File: src/rtl/osd_mixer_pkg.sv
package osd_mixer_pkg;
  // code is {red, green, blue}
  typedef struct packed {
    logic       en;
    logic       half;
    logic [2:0] code;
  } osd_smp_t;
endpackage

File: src/rtl/osd_phase_gen.sv
module osd_phase_gen (
  input  logic clk_i,
  input  logic rst_ni,
  input  logic hsync_i,
  output logic ph_o
);
  always_ff @(posedge clk_i or negedge rst_ni) begin
    if (!rst_ni)      ph_o <= 1'b0;
    else if (hsync_i) ph_o <= 1'b0;
    else              ph_o <= ~ph_o;
  end
endmodule

File: src/rtl/osd_capture.sv
module osd_capture
  import osd_mixer_pkg::*;
(
  input  logic     clk_i,
  input  logic     rst_ni,
  input  logic     load_i,
  input  osd_smp_t d_i,
  output osd_smp_t q_o
);
  always_ff @(posedge clk_i or negedge rst_ni) begin
    if (!rst_ni)     q_o <= '0;
    else if (load_i) q_o <= d_i;
  end
endmodule

File: src/rtl/osd_color_lut.sv
module osd_color_lut #(
  parameter int CW = 10
) (
  input  logic [2:0]         code_i,
  output logic [2:0][CW-1:0] rgb_o
);
  localparam logic [CW-1:0] FULL = '1;
  localparam logic [CW-1:0] MID  = {1'b1, {(CW-1){1'b0}}};

  logic black;
  assign black = (code_i == 3'b000);

  for (genvar c = 0; c < 3; c++) begin : g_ch
    always_comb begin
      if (black)          rgb_o[c] = '0;
      else if (code_i[c]) rgb_o[c] = FULL;
      else                rgb_o[c] = MID;
    end
  end
endmodule

File: src/rtl/osd_pixel_sel.sv
module osd_pixel_sel #(
  parameter int CW = 10
) (
  input  logic               clk_i,
  input  logic               rst_ni,
  input  logic [2:0][CW-1:0] vid_i,
  input  logic [2:0][CW-1:0] osd_rgb_i,
  input  logic               en_i,
  input  logic               half_i,
  input  logic               hsync_i,
  input  logic               vsync_i,
  output logic [2:0][CW-1:0] pix_o,
  output logic               hsync_o,
  output logic               vsync_o
);
  logic [2:0][CW-1:0] pix_d;

  for (genvar c = 0; c < 3; c++) begin : g_ch
    always_comb begin
      if (en_i)        pix_d[c] = osd_rgb_i[c];
      else if (half_i) pix_d[c] = vid_i[c] >> 1;
      else             pix_d[c] = vid_i[c];
    end
  end

  always_ff @(posedge clk_i or negedge rst_ni) begin
    if (!rst_ni) begin
      pix_o   <= '0;
      hsync_o <= 1'b0;
      vsync_o <= 1'b0;
    end else begin
      pix_o   <= pix_d;
      hsync_o <= hsync_i;
      vsync_o <= vsync_i;
    end
  end
endmodule

File: src/rtl/osd_mixer.sv
module osd_mixer
  import osd_mixer_pkg::*;
#(
  parameter int CW = 10
) (
  input  logic          clk_i,
  input  logic          rst_ni,
  input  logic [CW-1:0] vid_r_i,
  input  logic [CW-1:0] vid_g_i,
  input  logic [CW-1:0] vid_b_i,
  input  logic          hsync_i,
  input  logic          vsync_i,
  input  logic          osd_r_i,
  input  logic          osd_g_i,
  input  logic          osd_b_i,
  input  logic          osd_en_i,
  input  logic          osd_half_i,
  output logic [CW-1:0] out_r_o,
  output logic [CW-1:0] out_g_o,
  output logic [CW-1:0] out_b_o,
  output logic          hsync_o,
  output logic          vsync_o,
  output logic          osd_clk_o
);
  logic               ph;
  osd_smp_t           osd_d, osd_q;
  logic [2:0][CW-1:0] osd_rgb, vid, pix;

  assign osd_d = '{en: osd_en_i, half: osd_half_i, code: {osd_r_i, osd_g_i, osd_b_i}};
  assign vid   = {vid_r_i, vid_g_i, vid_b_i};

  osd_phase_gen u_phase (
    .clk_i   (clk_i),
    .rst_ni  (rst_ni),
    .hsync_i (hsync_i),
    .ph_o    (ph)
  );

  // sample on the rising edge of the half-rate clock
  osd_capture u_cap (
    .clk_i  (clk_i),
    .rst_ni (rst_ni),
    .load_i (~ph),
    .d_i    (osd_d),
    .q_o    (osd_q)
  );

  osd_color_lut #(.CW(CW)) u_lut (
    .code_i (osd_q.code),
    .rgb_o  (osd_rgb)
  );

  osd_pixel_sel #(.CW(CW)) u_sel (
    .clk_i     (clk_i),
    .rst_ni    (rst_ni),
    .vid_i     (vid),
    .osd_rgb_i (osd_rgb),
    .en_i      (osd_q.en),
    .half_i    (osd_q.half),
    .hsync_i   (hsync_i),
    .vsync_i   (vsync_i),
    .pix_o     (pix),
    .hsync_o   (hsync_o),
    .vsync_o   (vsync_o)
  );

  assign out_r_o   = pix[2];
  assign out_g_o   = pix[1];
  assign out_b_o   = pix[0];
  assign osd_clk_o = ph;
endmodule

File: config.mk
export PLATFORM = sky130hd
export DESIGN_NAME = osd_mixer
export DESIGN_NICKNAME = d
export VERILOG_FILES = /design/src/rtl/osd_mixer_pkg.sv /design/src/rtl/osd_phase_gen.sv /design/src/rtl/osd_capture.sv /design/src/rtl/osd_color_lut.sv /design/src/rtl/osd_pixel_sel.sv /design/src/rtl/osd_mixer.sv
export SDC_FILE = /design/constraint.sdc
export NUM_CORES = 1
export LEC_CHECK = 0
export ABC_CLOCK_PERIOD_IN_PS = 1300
export CAP_MARGIN = 20
export CORE_ASPECT_RATIO = 2
export CORE_MARGIN = 5
export CORE_UTILIZATION = 38
export CTS_CLUSTER_SIZE = 24
export DETAILED_ROUTE_END_ITERATION = 10
export HOLD_SLACK_MARGIN = 0.1
export PLACE_DENSITY = 0.78
export SETUP_SLACK_MARGIN = 0.05
export SYNTH_ARGS = -nofsm -noshare
export SYNTH_HDL_FRONTEND = slang
export SYNTH_SLANG_ARGS = --single-unit
File: constraint.sdc
create_clock -name clk_i -period 1.3 [get_ports clk_i]
set_input_delay 0.325 -clock clk_i [delete_from_list [all_inputs] [get_ports clk_i]]
set_output_delay 0.325 -clock clk_i [all_outputs]
set_load 0.02 [all_outputs]
==> impl_metrics.toml, run 1 <==
[clock_network]
cts.path.max_buffers = 2
postCtsSetupRepairBufs = 0
cts_tree = "built"
htree_levels = 2
clk_latency_ns = 0.29
cts.sinks = 38
cts_buffers = 5
cts_root_buf = "clkbuf_8"
clkSlewWorstSetupHoldPaths_ns = 0.08

[grt]
grt_pass1_wl_um = 6770
grt_use_total_pct = 14.3
grt_pass1_vias = 1348
grt.overflow.total = 0
grt_max_degree = 39
antenna_found_initial = 0

[placement]
gp_congestion = 0.765
port_buffers = 71
dp_hpwl_um = 2940

[critical_path]
critPathCaptureType = "flop"
cp-start-kind = "flop"
r2r_slack_ns = -0.004
cp-startpoint = "u_cap.q_o[3]"
worstPathMaxFanout = 17
reg2reg_depth = 3
worstReg2RegEnd = "u_sel.pix_o[11]"
reg2reg_from = "u_cap.q_o[3]"
crit_chain = "buf_12, mux2_2, mux2_2"
crit_top_cell = "mux2_2"
path_class = "reg2reg"
critPathSlowestCell = "dfrtp_2"
critical_path_depth = 3
crit_end = "u_sel.pix_o[11]"
crit_path_max_incr_delay_ns = 0.41
cp_num_buf_inv = 1
cp.arrival_ns = 1.48
crit_family = "multiplexers"
cp.required_ns = 1.47

[sta]
relSlewSlack_pct = 79.5
skew_ns = 0.00766
hold_slack_ns = 0.478
rsz0062_at_grt = "true"
slew_viol_final = 0
hold_viol_final = 0
layout_setup_ws_ns = -0.00368
worst_pin_slew_ns = 0.308
period_needed_ns = 1.30
setup_violations = 2
clock.fmax_mhz = 767
period_share_pct = 100

[power]
seqPwrFrac_pct = 41.5
power_leakage_nw = 1.16
powerDensity_mw_per_mm2 = 1290
internal_power_mw = 2.44
clockPowerShare_pct = 28.9
combinationalPowerShare_pct = 29.6
irDropWorstVdd_mv = 0.975
p_sw_mw = 0.921
p_total_mw = 3.36
power_switching_share_pct = 27.4

[finish]
nets = 232
synthToLayoutAreaGrowth_pct = 49.4
mostFrequentLayoutCells = "mux2_2, clkdlybuf4s50_1, dfrtp_1, buf_2, mux2_4"
final_common_cell = "mux2_2"
n_antenna_cell = 0
drive_gt1_share_pct = 58.2
fin_util_pct = 57.6

[die]
ios = 72
fp.dieH_um = 106
core-area_mm2 = 0.00451
dieArea_mm2 = 0.00611
start_util_pct = 38.6
rows = 35
die_x_um = 57.8

[yosys]
synth_cell_types = 9
syn_inst = 113
syn_avg_cell_area_um2 = 15.4
ys_top_cells_by_area = "dfrtp_1, mux2_2, mux2_4"
yosys_warnings = 0
synth_top_area_cell = "dfrtp_1"
syn_nets = 152
yosysSeqAreaShare_pct = 54.7
synth_area_mm2 = 0.00174
synth-seq-cells = 38
yosys.area.top_type_share_pct = 54.7

[drt]
drc = 0
viasPerCell = 4.85
firstDrtPassIters = 2
ant_nets = 0
dr.first_iter.drc_count = 18
wirelength_um = 4000
wire_per_inst_um = 16.1
routed-via-count = 1207

[flow_run]
drv_cap = 0

[min_path]
worst_hold_path_type = "in2reg"

[status]
violations = "setup timing"
status = "complete, but fails checks"
cell families after synthesis:
kind of cell / synth area share [%]
mux: 39.9
flops: 54.7
buf+inv: 3.17
compound gates: 1.80
simple gates: 0.432
flip-flops by register name, summed over array words and instances (netlist names):
register       cells
u_sel.pix_o       30
u_cap.q_o          5
u_phase.ph_o       1
u_sel.hsync_o      1
u_sel.vsync_o      1
power by group through the flow:
stage	registers (mW)	logic (mW)	clock network, mW
after floorplan	1.60	0.378	0
after global placement	1.42	1.09	0
after detailed placement	1.42	1.11	0
after CTS	1.40	1.05	1.02
after global routing	1.42	1.06	1.05
final	1.39	0.992	0.971
per-stage QoR:
| step | instances | area (µm²) | setup slack, ns | setup TNS, ns |
|---|---|---|---|---|
| finish | 249 | 2600 | -0.00368 | -0.00612 |
| global route | 249 | 2600 | -0.0603 | -0.705 |
| CTS | 249 | 2700 | -0.0542 | -0.528 |
| detailed placement | 240 | 2580 | -0.127 | -2.73 |
| global placement | 240 | 2580 | -0.118 | -2.36 |
| floorplan | 113 | 1740 | 0.00484 | 0 |
worst min path at each step:
stage / startpoint / endpoint / slack [ns] / cells after the start
finish: vsync_i / u_sel.vsync_o / 0.48 / 1
global route: vsync_i / u_sel.vsync_o / 0.47 / 1
CTS: vsync_i / u_sel.vsync_o / 0.46 / 1
detailed placement: rst_ni / u_sel.vsync_o / 0.32 / 2
global placement: rst_ni / u_sel.vsync_o / 0.31 / 2
floorplan: rst_ni / u_cap.q_o[0] / 0.03 / 0
repair_timing:
item	CTS	global route
hold buffers	1	0
gates resized for setup	107	22
endpoints found under the hold margin	38	0
setup endpoints to repair	60	45
area by class of cell:
class                      instances  area, µm²
clock buffer                       5       68.8
clock inverter                     3       40.0
fill                             388       1910
multi-input combinational         65        744
sequential                        38        952
tap                               55       68.8
timing repair buffer              83        724
cell usage after synthesis:
library cell,number
mux2_2,51
dfrtp_1,38
mux2_4,8
clkbuf_1,6
a21o_1,3
buf_2,2
buf_6,2
nor2_1,2
o31a_1,1
per-layer routing:
metal	wire, µm	up-vias	track usage, %
met5	0	-	0
met4	82	0	5.80
met2	1920	64	22.0
met1	1570	575	17.1
met3	424	9	6.13
li1	-	559	-
No activity file was read; power rests on OpenSTA's default activity.
==> run 2: changes to the inputs <==
--- a/config.mk
+++ b/config.mk
@@ -14,6 +14,7 @@
 export DETAILED_ROUTE_END_ITERATION = 10
 export HOLD_SLACK_MARGIN = 0.1
 export PLACE_DENSITY = 0.78
+export RECOVER_POWER = 50
 export SETUP_SLACK_MARGIN = 0.05
 export SYNTH_ARGS = -nofsm -noshare
 export SYNTH_HDL_FRONTEND = slang
==> run 2 against run 1 <==
The flow still finishes with violations (setup timing). Sequential cell count is the same. Routed wire length down 0.22%. Core utilization is 0.36 points lower. Sequential power about the same. Non-clock buffer count did not move. Combinational power fell by 0.8%.
==> impl_metrics.toml, run 2 (synthesis gave the netlist of run 1 again) <==
[sta]
clock.fmax_mhz = 767
layout_setup_ws_ns = -0.00454
relSlewSlack_pct = 66.0
setup_violations = 3
period_needed_ns = 1.30
rsz0062_at_grt = "true"
skew_ns = 0.00676
slew_viol_final = 0
hold_viol_final = 0
period_share_pct = 100
worst_pin_slew_ns = 0.511

[grt]
use_met2_pct = 22.0
grt_pass1_wl_um = 6770
grt.overflow.total = 0
grt_max_degree = 39
antenna_found_initial = 0
use_met3_pct = 6.13
grt_use_total_pct = 14.3
grt.met1_usage_pct = 17.1
busiest_layer = "met2"
grt_pass1_vias = 1348

[drt]
firstDrtPassIters = 2
wirelength_um = 3990
routed-via-count = 1208
dr.first_iter.drc_count = 20
ant_nets = 0
viasPerCell = 4.85
wire_per_inst_um = 16.0
drc = 0

[power]
irDropWorstVdd_mv = 0.975
power_leakage_nw = 1.16
powerDensity_mw_per_mm2 = 1300

[die]
dieArea_mm2 = 0.00611
core-area_mm2 = 0.00451
rows = 35
die_x_um = 57.8
fp.dieH_um = 106
start_util_pct = 38.6
ios = 72

[critical_path]
critPathSlowestCell = "dfrtp_2"
crit_chain = "buf_12, mux2_2, mux2_2"
worstPathMaxFanout = 17
cp.required_ns = 1.48
crit_path_max_incr_delay_ns = 0.41
crit_top_cell = "mux2_2"
path_class = "reg2reg"
cp-start-kind = "flop"
cp.arrival_ns = 1.48
critPathCaptureType = "flop"
reg2reg_depth = 3

[clock_network]
cts.sinks = 38
cts_buffers = 5
cts_root_buf = "clkbuf_8"
cts_tree = "built"
htree_levels = 2
clk_latency_ns = 0.29
cts.path.max_buffers = 2
clkSlewWorstSetupHoldPaths_ns = 0.08
postCtsSetupRepairBufs = 0

[finish]
synthToLayoutAreaGrowth_pct = 48.5
final_common_cell = "mux2_2"
drive_gt1_share_pct = 57.7
top_register = "u_sel.pix_o"
fin_util_pct = 57.3
stdcell_area_mm2 = 0.00258
mostFrequentLayoutCells = "mux2_2, dfrtp_1, clkdlybuf4s50_1, buf_2, mux2_4"
n_antenna_cell = 0
largest_register_ffs = 30
nets = 232
top_regs = "u_sel.pix_o x30, u_cap.q_o x5"

[min_path]
worst_hold_path_type = "in2reg"
whs_path_depth = 1

[status]
violations = "setup timing"
status = "complete, but fails checks"

[flow_run]
drv_cap = 0

[placement]
gp_congestion = 0.765
postPlaceCellArea_mm2 = 0.00258
port_buffers = 71
dp_hpwl_um = 2940
-- run 2: cell types whose count changed in the layout (fill, tap and decap cells not counted) --
cell | before | now
buf_12 | 3 | 2
buf_4 | 7 | 6
clkbuf_1 | 0 | 1
clkbuf_4 | 0 | 1
clkdlybuf4s50_1 | 37 | 35
dlygate4sd3_1 | 1 | 3
-- run 2: timing repair --
action	CTS	global route
hold buffers	1	0
gates cloned	0	0
endpoints found under the hold margin	38	0
gates resized for setup	107	22
setup endpoints to repair	60	45
-- run 2: power by group --
| group | internal (mW) | switching (mW) | leakage, nW |
|---|---|---|---|
| Sequential | 1.34 | 0.0543 | 0.443 |
| Clock | 0.565 | 0.408 | 0.0579 |
| Combinational | 0.524 | 0.460 | 0.655 |
| Total | 2.43 | 0.922 | 1.16 |
-- run 2: final cells by class --
class | instances | area [µm²]
Clock buffer | 5 | 68.8
Clock inverter | 3 | 40.0
Fill cell | 392 | 1930
Tap cell | 55 | 68.8
Timing Repair Buffer | 83 | 708
Sequential cell | 38 | 952
Multi-Input combinational cell | 65 | 744
-- run 2: worst paths after layout --
path	start	endpoint	slack, ns
max	u_cap.q_o[3]	u_sel.pix_o[11]	-0.005
min	vsync_i	u_sel.vsync_o	0.59
max reg2reg	u_cap.q_o[3]	u_sel.pix_o[11]	-0.005
min reg2reg	u_cap.q_o[2]	u_sel.pix_o[9]	0.66
max in group asynchronous	rst_ni	u_cap.q_o[3]	0.26
min in group asynchronous	rst_ni	u_sel.pix_o[9]	0.67
-- run 2: metrics by stage --
step                total power [mW]  TNS (ns)  setup slack (ns)  cells  hold WS, ns
floorplan                       1.98         0           0.00484    113       0.0294
global placement                2.51     -2.36            -0.118    240        0.310
detailed placement              2.53     -2.73            -0.127    240        0.316
CTS                             3.47    -0.528           -0.0542    249        0.465
global route                    3.52    -0.705           -0.0603    249        0.583
finish                          3.35  -0.00818          -0.00454    249        0.593
-- run 2: per-layer routing --
layer	part of all wire, %	routed length [µm]	vias up
met5	0	0	-
li1	-	-	558
met4	2.1	82	0
met3	11	424	9
met1	39	1540	577
met2	49	1940	64
-- run 2: worst max-delay path, delay by kind of cell, from the launching register on --
family | cells | cell delay (ns)
buffers and inverters | 1 | 0.17
muxes | 2 | 0.61
DFF | 1 | 0.41
